`src/rtl/gpio_bank_pkg.sv`:
```
package gpio_bank_pkg;
  localparam int WORD_W     = 32;
  localparam int ADDR_W     = 8;
  localparam int SET_PINS   = 32;
  localparam int BANK_PINS  = 16;
  localparam int SET_WORDS  = 10;
  localparam int SET_BASE0  = 'h10;
  localparam int SET_STRIDE = 'h28;
  localparam logic [ADDR_W-1:0] BANK_EN_OFS = 8'h08;

  // word index within a register group; the order is the address layout
  typedef enum logic [3:0] {
    REG_DIR      = 4'd0,
    REG_OUT      = 4'd1,
    REG_OUT_SET  = 4'd2,
    REG_OUT_CLR  = 4'd3,
    REG_IN       = 4'd4,
    REG_RISE_SET = 4'd5,
    REG_RISE_CLR = 4'd6,
    REG_FALL_SET = 4'd7,
    REG_FALL_CLR = 4'd8,
    REG_STAT     = 4'd9
  } set_reg_e;
endpackage

```
`src/rtl/gpio_edge_sync.sv`:
```
module gpio_edge_sync #(
  parameter int W = 32
) (
  input  logic         clk,
  input  logic         rst_n,
  input  logic [W-1:0] pad_in,
  output logic [W-1:0] level,
  output logic [W-1:0] rose,
  output logic [W-1:0] fell
);
  logic [W-1:0] meta_q, lvl_q, prev_q;

  always_ff @(posedge clk or negedge rst_n) begin
    if (!rst_n) begin
      meta_q <= '0;
      lvl_q  <= '0;
      prev_q <= '0;
    end else begin
      meta_q <= pad_in;
      lvl_q  <= meta_q;
      prev_q <= lvl_q;
    end
  end

  assign level = lvl_q;
  assign rose  = lvl_q & ~prev_q;
  assign fell  = ~lvl_q & prev_q;
endmodule

```
`src/rtl/gpio_reg_set.sv`:
```
module gpio_reg_set
  import gpio_bank_pkg::*;
#(
  parameter int LANES = 32
) (
  input  logic              clk,
  input  logic              rst_n,
  input  logic              wr_hit,
  input  logic [3:0]        idx,
  input  logic [LANES-1:0]  wdata,
  input  logic [LANES-1:0]  pad_in,
  output logic [LANES-1:0]  dir_pins,
  output logic [LANES-1:0]  out_pins,
  output logic [LANES-1:0]  stat_pins,
  output logic [WORD_W-1:0] rd_word
);
  logic [LANES-1:0] level, rose, fell;
  logic [LANES-1:0] dir_q, out_q, rise_q, fall_q, stat_q;
  logic [LANES-1:0] dir_d, out_d, rise_d, fall_d, stat_d, stat_clr;
  logic             cfg_en;

  gpio_edge_sync #(.W(LANES)) i_sync (
    .clk    (clk),
    .rst_n  (rst_n),
    .pad_in (pad_in),
    .level  (level),
    .rose   (rose),
    .fell   (fell)
  );

  assign cfg_en = wr_hit;

  always_comb begin
    dir_d    = dir_q;
    out_d    = out_q;
    rise_d   = rise_q;
    fall_d   = fall_q;
    stat_clr = '0;
    if (wr_hit) begin
      case (idx)
        REG_DIR:      dir_d    = wdata;
        REG_OUT_SET:  out_d    = out_q | wdata;
        REG_OUT_CLR:  out_d    = out_q & ~wdata;
        REG_RISE_SET: rise_d   = rise_q | wdata;
        REG_RISE_CLR: rise_d   = rise_q & ~wdata;
        REG_FALL_SET: fall_d   = fall_q | wdata;
        REG_FALL_CLR: fall_d   = fall_q & ~wdata;
        REG_STAT:     stat_clr = wdata;
        default:      ;
      endcase
    end
    // a new edge is ORed in after the clear so it survives a same-cycle clear
    stat_d = (stat_q & ~stat_clr) | (rose & rise_q) | (fell & fall_q);
  end

  always_ff @(posedge clk or negedge rst_n) begin
    if (!rst_n) begin
      dir_q  <= '0;
      out_q  <= '0;
      rise_q <= '0;
      fall_q <= '0;
      stat_q <= '0;
    end else begin
      if (cfg_en) begin
        dir_q  <= dir_d;
        out_q  <= out_d;
        rise_q <= rise_d;
        fall_q <= fall_d;
      end
      stat_q <= stat_d;
    end
  end

  always_comb begin
    case (idx)
      REG_DIR:                           rd_word = WORD_W'(dir_q);
      REG_OUT, REG_OUT_SET, REG_OUT_CLR: rd_word = WORD_W'(out_q);
      REG_IN:                            rd_word = WORD_W'(level);
      REG_RISE_SET, REG_RISE_CLR:        rd_word = WORD_W'(rise_q);
      REG_FALL_SET, REG_FALL_CLR:        rd_word = WORD_W'(fall_q);
      REG_STAT:                          rd_word = WORD_W'(stat_q);
      default:                           rd_word = '0;
    endcase
  end

  assign dir_pins  = dir_q;
  assign out_pins  = out_q;
  assign stat_pins = stat_q;
endmodule

```
`src/rtl/gpio_irq_route.sv`:
```
module gpio_irq_route
  import gpio_bank_pkg::*;
#(
  parameter int NUM_PINS   = 144,
  parameter int DIRECT_CNT = 0,
  parameter int NUM_BANKS  = 9
) (
  input  logic [NUM_PINS-1:0]  stat_pins,
  input  logic [NUM_BANKS-1:0] bank_en,
  output logic [NUM_BANKS-1:0] bank_irq,
  output logic [SET_PINS-1:0]  direct_irq
);
  localparam int PAD_W = NUM_BANKS * BANK_PINS;
  localparam logic [PAD_W-1:0] DIRECT_MASK = PAD_W'((64'd1 << DIRECT_CNT) - 64'd1);

  logic [PAD_W-1:0] stat_pad, bank_src;

  assign stat_pad = PAD_W'(stat_pins);
  assign bank_src = stat_pad & ~DIRECT_MASK;

  for (genvar b = 0; b < NUM_BANKS; b++) begin : g_bank
    assign bank_irq[b] = bank_en[b] & (|bank_src[b*BANK_PINS +: BANK_PINS]);
  end

  assign direct_irq = SET_PINS'(stat_pad & DIRECT_MASK);
endmodule

```
`src/rtl/gpio_bank_ctrl.sv`:
```
module gpio_bank_ctrl
  import gpio_bank_pkg::*;
#(
  parameter int NUM_PINS   = 144,
  parameter int DIRECT_CNT = 0,
  localparam int NUM_BANKS = (NUM_PINS + BANK_PINS - 1) / BANK_PINS
) (
  input  logic                 clk,
  input  logic                 rst_n,
  input  logic                 reg_wr,
  input  logic                 reg_rd,
  input  logic [ADDR_W-1:0]    reg_addr,
  input  logic [WORD_W-1:0]    reg_wdata,
  output logic [WORD_W-1:0]    reg_rdata,
  input  logic [NUM_PINS-1:0]  pin_in,
  output logic [NUM_PINS-1:0]  pin_out,
  output logic [NUM_PINS-1:0]  pin_oe,
  output logic [NUM_BANKS-1:0] bank_irq,
  output logic [SET_PINS-1:0]  direct_irq
);
  localparam int NUM_SETS = (NUM_PINS + SET_PINS - 1) / SET_PINS;

  // reset: asserted asynchronously, released through two flops
  logic [1:0] rst_pipe_q;
  logic       core_rst_n;

  always_ff @(posedge clk or negedge rst_n) begin
    if (!rst_n) rst_pipe_q <= '0;
    else        rst_pipe_q <= {rst_pipe_q[0], 1'b1};
  end
  assign core_rst_n = rst_pipe_q[1];

  logic                             aligned;
  logic [NUM_SETS-1:0]              set_hit;
  logic [NUM_SETS-1:0][3:0]         set_idx;
  logic [NUM_SETS-1:0][WORD_W-1:0]  set_rd;
  logic [NUM_PINS-1:0]              stat_pins;

  assign aligned = (reg_addr[1:0] == 2'b00);

  for (genvar k = 0; k < NUM_SETS; k++) begin : g_set
    localparam int BASE  = SET_BASE0 + k * SET_STRIDE;
    localparam int LANES = ((NUM_PINS - k * SET_PINS) > SET_PINS) ? SET_PINS
                                                                  : (NUM_PINS - k * SET_PINS);
    logic [ADDR_W-1:0] rel;
    logic [LANES-1:0]  dir_l, out_l, stat_l;

    assign rel        = reg_addr - ADDR_W'(BASE);
    assign set_hit[k] = aligned && (reg_addr >= ADDR_W'(BASE)) && (rel < ADDR_W'(SET_WORDS * 4));
    assign set_idx[k] = rel[5:2];

    gpio_reg_set #(.LANES(LANES)) i_set (
      .clk       (clk),
      .rst_n     (core_rst_n),
      .wr_hit    (reg_wr && set_hit[k]),
      .idx       (set_idx[k]),
      .wdata     (reg_wdata[LANES-1:0]),
      .pad_in    (pin_in[k*SET_PINS +: LANES]),
      .dir_pins  (dir_l),
      .out_pins  (out_l),
      .stat_pins (stat_l),
      .rd_word   (set_rd[k])
    );

    assign pin_out[k*SET_PINS +: LANES]   = out_l;
    assign pin_oe[k*SET_PINS +: LANES]    = ~dir_l;
    assign stat_pins[k*SET_PINS +: LANES] = stat_l;
  end

  // per-bank interrupt enable word
  logic                 bank_en_hit;
  logic [NUM_BANKS-1:0] bank_en_q, bank_en_d;
  logic                 bank_en_we;

  assign bank_en_hit = aligned && (reg_addr == BANK_EN_OFS);
  assign bank_en_we  = reg_wr && bank_en_hit;
  assign bank_en_d   = reg_wdata[NUM_BANKS-1:0];

  always_ff @(posedge clk or negedge core_rst_n) begin
    if (!core_rst_n)     bank_en_q <= '0;
    else if (bank_en_we) bank_en_q <= bank_en_d;
  end

  // registered read path
  logic [WORD_W-1:0] rdata_d, rdata_q;

  always_comb begin
    rdata_d = '0;
    if (bank_en_hit) rdata_d = WORD_W'(bank_en_q);
    for (int k = 0; k < NUM_SETS; k++) begin
      if (set_hit[k]) rdata_d = rdata_d | set_rd[k];
    end
  end

  always_ff @(posedge clk or negedge core_rst_n) begin
    if (!core_rst_n) rdata_q <= '0;
    else if (reg_rd) rdata_q <= rdata_d;
  end
  assign reg_rdata = rdata_q;

  gpio_irq_route #(
    .NUM_PINS   (NUM_PINS),
    .DIRECT_CNT (DIRECT_CNT),
    .NUM_BANKS  (NUM_BANKS)
  ) i_route (
    .stat_pins  (stat_pins),
    .bank_en    (bank_en_q),
    .bank_irq   (bank_irq),
    .direct_irq (direct_irq)
  );
endmodule

```
`config.mk`:
```
export PLATFORM = sky130hd
export DESIGN_NAME = gpio_bank_ctrl
export DESIGN_NICKNAME = d
export VERILOG_FILES = /design/src/rtl/gpio_bank_pkg.sv /design/src/rtl/gpio_edge_sync.sv /design/src/rtl/gpio_reg_set.sv /design/src/rtl/gpio_irq_route.sv /design/src/rtl/gpio_bank_ctrl.sv
export SDC_FILE = /design/constraint.sdc
export NUM_CORES = 2
export LEC_CHECK = 0
export BUFFER_PORTS_ARGS = -buffer_cell sky130_fd_sc_hd__buf_2
export CORE_AREA = 4 4 392 433
export CTS_BUF_LIST = sky130_fd_sc_hd__clkbuf_2
export CTS_CLUSTER_SIZE = 12
export DETAILED_ROUTE_END_ITERATION = 7
export DIE_AREA = 0 0 396 437
export PLACE_DENSITY = 0.63
export SLEW_MARGIN = 5
export SYNTH_ARGS = -nofsm -noshare
export SYNTH_HDL_FRONTEND = slang
export SYNTH_HIERARCHICAL = 1
export SYNTH_SLANG_ARGS = --single-unit
```
`constraint.sdc`:
```
create_clock -name clk -period 47.6 [get_ports clk]
set_clock_uncertainty 0.1 [all_clocks]
set_input_delay 2.38 -clock clk [delete_from_list [all_inputs] [get_ports clk]]
set_output_delay 2.38 -clock clk [all_outputs]
set_load 0.02 [all_outputs]
```
# Word level (Yosys, flattened, before mapping)

Cells that the tools add are included.
Widths: inputs -> output; s select.

Register bits: 1195
Latch bits: 0
Bits in writable memories: 0
Bits in read-only memories: 0
Bits of input ports: 188
Output and inout port bits: 361
Logic and storage cells: 323
Memories kept: 0

Add/subtract/negate cells: 5
$mul: 0
Divide/modulo/power cells: 0
Magnitude comparators: 10
Equality and inequality tests: 46
Shift-type cells: 0
Muxes and demuxes: 36
Bitwise operators: 101
Reduce and logical (&&, ||, !) cells: 82

Operator list:

| cell               | count |
|---|---|
| $and 32x32->32     | 32 |
| $or 32x32->32      | 25 |
| $pmux 32 s2        | 12 |
| $pmux 32 s6        | 4 |
| $not 32->32        | 17 |
| $mux 32            | 13 |
| $reduce_or 16->1   | 9 |
| $and 16x16->16     | 8 |
| $pmux 16 s2        | 3 |
| $pmux 16 s6        | 1 |
| $eq 4x3->1 const B | 20 |
| $not 16->16        | 5 |
| $or 16x16->16      | 5 |
| $eq 4x2->1 const B | 10 |
| $eq 4x4->1 const B | 10 |
| $lt 8x6->1 const B | 5 |
| $reduce_and 2->1   | 20 |
| $mux 16            | 2 |
| $reduce_bool 2->1  | 15 |
| $eq 4x1->1 const B | 5 |
| $logic_not 4->1    | 5 |
| $reduce_or 2->1    | 10 |
| $logic_and 1x1->1  | 17 |
| $ge 8x8->1 const B | 2 |
| other kinds (12)   | 25 |

# Logic depth before layout (Yosys ltp)

Depth in word-level cells: 14
Gate-level depth with buffers: 14
Gate-level depth less buffers: 9

# Modules after synthesis

The synthesis kept the hierarchy.

Modules (own cells, without submodules):

| module                                      | instances | cells an instance | area an instance (um^2) | seq. area each (um^2) |
|---|---|---|---|---|
| gpio_reg_set at g_set[0].i_set ...          | 4         | 887               | 8812.2                  | 4003.8 |
| gpio_edge_sync at g_set[0].i_set.i_sync ... | 4         | 160               | 2962.8                  | 2402.3 |
| gpio_reg_set at g_set[4].i_set              | 1         | 467               | 4593.2                  | 2001.9 |
| gpio_bank_ctrl                              | 1         | 461               | 3738.6                  | 1076.0 |
| gpio_edge_sync at g_set[4].i_set.i_sync     | 1         | 80                | 1481.4                  | 1201.2 |
| gpio_irq_route                              | 1         | 87                | 581.8                   | 0.0 |

# Least setup slack after synthesis

Ideal clock, no wire load.

Kind: in2reg
From: in reg_addr[4]
To: reg with a tool-made name
Library setup time: 82 ps
Data arrival time: 4933 ps
Data required time: 47418 ps
Path slack: 42485 ps
Stages: 13
Path through: inv_1 ha_1 a21boi_1 xnor2_1 and4b_1 buf_2 clkbuf_1 and2_1 clkbuf_1 clkbuf_1 clkbuf_1 a41oi_1 a31oi_1

RTL lines:

| element         | RTL line             | source |
|---|---|---|
| start, declared | gpio_bank_ctrl.sv:12 | `input logic [ADDR_W-1:0] reg_addr,` |

# Worst setup path in the final report

From: in reg_addr[3]
To: reg g_set[1].i_set.dir_q[14]

Word-level cells in the longest chain between the ends: 5
Elaborated cells on any way between the ends: 8
Those cells by class: add/sub: 1; order compare: 2; reduce/logical: 5

Ends and longest elaborated chain:

| element                        | RTL line             | source |
|---|---|---|
| $sub 8x6->8 (*)                | gpio_bank_ctrl.sv:48 | `assign rel = reg_addr - ADDR_W'(BASE);` |
| via g_set[1].rel[3]            | gpio_bank_ctrl.sv:45 | `logic [ADDR_W-1:0] rel;` |
| $lt 8x6->1                     | gpio_bank_ctrl.sv:49 | `assign set_hit[k] = aligned && (reg_addr >= ADDR_W'(BASE)) && (rel < ADDR_W'(SET_WORDS * 4));` |
| $logic_and 1x1->1              | gpio_bank_ctrl.sv:49 |  |
| $logic_and 1x1->1              | gpio_bank_ctrl.sv:55 | `.wr_hit (reg_wr && set_hit[k]),` |
| $reduce_and 2->1 (no line) (*) | n/a                  |  |
| end signal, assigned           | gpio_reg_set.sv:65   | `dir_q <= dir_d;` |
| end, declared                  | gpio_reg_set.sv:18   | `logic [LANES-1:0] dir_q, out_q, rise_q, fall_q, stat_q;` |

The timed path passes the listed nets; every way through them passes the cells marked *.
A chain may end at the register's enable or synchronous reset.

==> results by group <==
Worst hold path
  – Hold path startpoint: g_set[2].i_set/i_sync/meta_q[14]
  – Hold Path Stages: 0
  – Min-Delay Path Class: reg -> reg
  – Worst Hold End: g_set[2].i_set/i_sync/level[14]

Placed design
  – Gpl congestion: 0.908
  – Post-detailed-placement half-perimeter wirelength: 154000 µm
  – Buffers on Ports: 516
  – Placed insts: 7615

Timing
  – Slew headroom: 16.0%
  – RSZ-0062 raised after global routing: no
  – Post-layout min period: 6450 ps
  – Post-route clock period utilization: 13.6%
  – Maximum clock rate: 0.155 GHz
  – Worst-margin pin slew: 1260 ps
  – # setup viols final: 0
  – Max Slew Vio Count: 0
  – Final hold viol count: 0
  – Setup TNS Final: 0 ps

Critical path
  – R2r setup slk: 42890 ps
  – Buffers plus inverters on the worst setup path: 7
  – Reg2reg end: g_set[1].i_set/i_sync/meta_q[10]
  – Critical-path cell list: clkbuf_8, inv_6, ha_1, buf_4, inv_1, buf_4, a21boi_1, a211oi_4, buf_4, and2_4, nand3_1, buf_4, mux2_2
  – Max Fanout on Critical Path: 86
  – Most used cell along the critical path: buf_4
  – Worst Setup End Kind: register
  – CP required: 49080 ps
  – Reg2Reg Depth: 4
  – Top Family by Delay on Critical Path: buffers and inverters
  – Setup Crit Path Kind: in -> reg
  – Crit path max-delay cell type: and2_4
  – Critical Path Source Type: primary input
  – Critical Path AT: 7940 ps
  – Worst reg2reg path startpoint: rst_pipe_q[1]
  – Crit-path max cell delay: 850 ps

Power
  – Combinational share of power: 13.4%
  – Reg power frac: 52.4%
  – Switching share of power: 32.8%
  – Peak supply drop: 19.3 µV
  – Pwr dens: 33.1 nW/µm²
  – Leakage power: 27.8 nW
  – Clock network power share: 34.2%
  – Psw: 0.696 mW
  – Pint: 1.43 mW

Finish
  – Layout Area Growth over Synthesis: 11.5%
  – Layout Cells excl Fill: 8164
  – Fraction of layout cells with a size suffix above 1: 29.5%
  – Filler cells: 16400
  – Most frequent cells in the layout: 1194 x dfrtp_1, 514 x buf_2, 475 x clkbuf_2
  – Fin util: 38.7%
  – Commonest non-fill, non-tap cell in the layout: dfrtp_1
  – Layout Nets: 5927

Route
  – Initial DRT Pass Iterations: 5
  – Final WL: 235000 µm
  – Routed WL per cell: 28.8 µm
  – Drt drc: 0
  – Number of vias in the routed layout: 48700
  – Vias per cell: 5.97
  – Antenna-violating nets left: 0
  – DR iter-0 viols: 5834

Synth
  – Syn. warnings: 6
  – Seq cells post-synth: 1195
  – Register area share after synthesis: 52.0%
  – Top area cells in the synthesized netlist: dfrtp_1 52%, a31oi_1 4.8%, and2b_2 4.4%, o21ai_0 3.7%, a2111o_1 2.7%
  – Post-Synthesis Cell Area: 57500 µm²
  – Syn avg cell area: 10.9 µm²
  – Post-synth EDFFs: 0
  – Largest area contributor in the netlist: dfrtp_1
  – Cell variety after synth: 64
  – Async SR Flop Fraction: 100%
  – Synth top area share: 52.0%
  – Dominant synthesized flop cell: dfrtp_1
  – Cells after synthesis: 5283

Floorplanning
  – Core Region: 166000 µm²
  – Die ar.: 173000 µm²
  – Die X: 396 µm
  – Initial core utilization: 34.7%
  – Row count: 157
  – DIE HEIGHT: 437 µm
  – Io pins: 549

Clocking
  – Root Buffer: clkbuf_2
  – Reg clk slew, reported paths: 100 ps
  – Post-CTS Resized: 0
  – Cts hold-fix bufs: 0
  – CTS tree: built
  – Post-CTS setup buffer count: 0
  – Clock sink total: 1195
  – H-Tree Depth: 5
  – Clock Path Buffers: 4
  – Clk_lat worst skew: 1820 ps
  – CTS Buf Count: 336

Flow run
  – Number of max-cap violations: 0

GRT
  – Initial antenna violation count: 25
  – Pin count of the biggest net entering global routing: 208
  – Global Route Usage Sum: 26.2%
  – Gr ovfl total: 0
  – Vias in the first global route: 47200
  – First-pass GRT wire length: 336000 µm

Status
  – Status: finished, final reports clean
==> worst max-delay path by stage <==
stage                                       from                           to  slack (ps)  cells past startpoint
global placement                     reg_addr[3]   g_set[1].i_set/dir_pins[1]       39600                     13
detailed placement                   reg_addr[3]  g_set[1].i_set/dir_pins[18]       39510                     13
CTS                 g_set[0].i_set/stat_pins[26]                  bank_irq[1]       41310                      3
global route                         reg_addr[3]  g_set[1].i_set/dir_pins[15]       40940                     13
floorplan                          rst_pipe_q[1]                 bank_en_q[0]       11720                      0
finish                               reg_addr[3]  g_set[1].i_set/dir_pins[14]       41150                     13
==> area by class of cell <==
type                    instances  area [µm²]  share of cell area (%)
diodes                         14        35.0                  0.0546
inverters                     161         609                   0.950
repair buffers                612        3370                    5.26
clock buffers                 475        2380                    3.71
well taps                    2226        2790                    4.34
multi-input cells            3421       24700                    38.6
flip-flops and latches       1195       29900                    46.6
clock inverters                60         313                   0.488
==> metrics by stage <==
| stage | total power [mW] | setup WS [ps] | hold WS (ps) | area (µm²) |
|---|---|---|---|---|
| 2_1_floorplan | 1.28 | 11720 | 231 | 57700 |
| 3_3_place_gp | 1.41 | 39600 | 235 | 61400 |
| 6_report | 2.12 | 41150 | 188 | 64100 |
| 5_1_grt | 2.22 | 40940 | 96.1 | 64100 |
| 3_5_place_dp | 1.41 | 39510 | 235 | 61400 |
| 4_1_cts | 2.14 | 41310 | 31.2 | 64100 |
==> cells in the mapped netlist, types with 4 or more instances <==
cell,number
a2111o_1,139
and3b_1,6
o31ai_1,144
a21oi_1,290
nand4bb_1,53
nand3_1,19
o21ai_0,423
mux2_2,138
nor4_1,36
nand2_1,319
o21a_1,5
or3b_2,124
and2b_2,288
a21o_1,5
nor3b_1,5
a22oi_1,179
buf_6,27
xor2_2,4
buf_2,78
a22oi_2,29
or4bb_1,96
dfrtp_1,1195
and4b_1,5
a41oi_2,17
buf_4,61
nand4b_1,144
nor2_1,43
a21boi_1,4
or3b_1,20
inv_1,161
o21ai_1,17
nor2b_1,5
ha_1,12
a31oi_1,444
a41oi_1,156
nor4b_2,4
and2_1,5
nand4_1,6
buf_1,17
or2_2,4
mux2_1,15
clkbuf_1,369
and3_1,139
or2_0,4
==> routing by layer <==
metal / vias up / wire length, µm / GRT usage [%]
li1: 20900 / - / -
met1: 24500 / 90700 / 33.4
met2: 2743 / 100000 / 37.8
met3: 577 / 26900 / 9.06
met4: 10 / 16700 / 17.0
met5: - / 145 / 0
==> kinds of logic after synthesis <==
logic type      share of synthesized area (%)
xor+xnor                                0.189
other cells                            0.0196
compound gates                           22.0
simple gates                             17.0
buf+inv                                  5.58
fa+ha+maj                               0.261
flops                                    52.0
mux                                      3.00
==> power groups by stage <==
stage / combinational [mW] / clock [mW] / sequential, mW
after floorplan: 0.149 / 0 / 1.13
after global placement: 0.278 / 0 / 1.13
after detailed placement: 0.282 / 0 / 1.13
after CTS: 0.282 / 0.748 / 1.11
after global routing: 0.302 / 0.803 / 1.12
final: 0.285 / 0.726 / 1.11
Power figures use the tool's default switching activity.
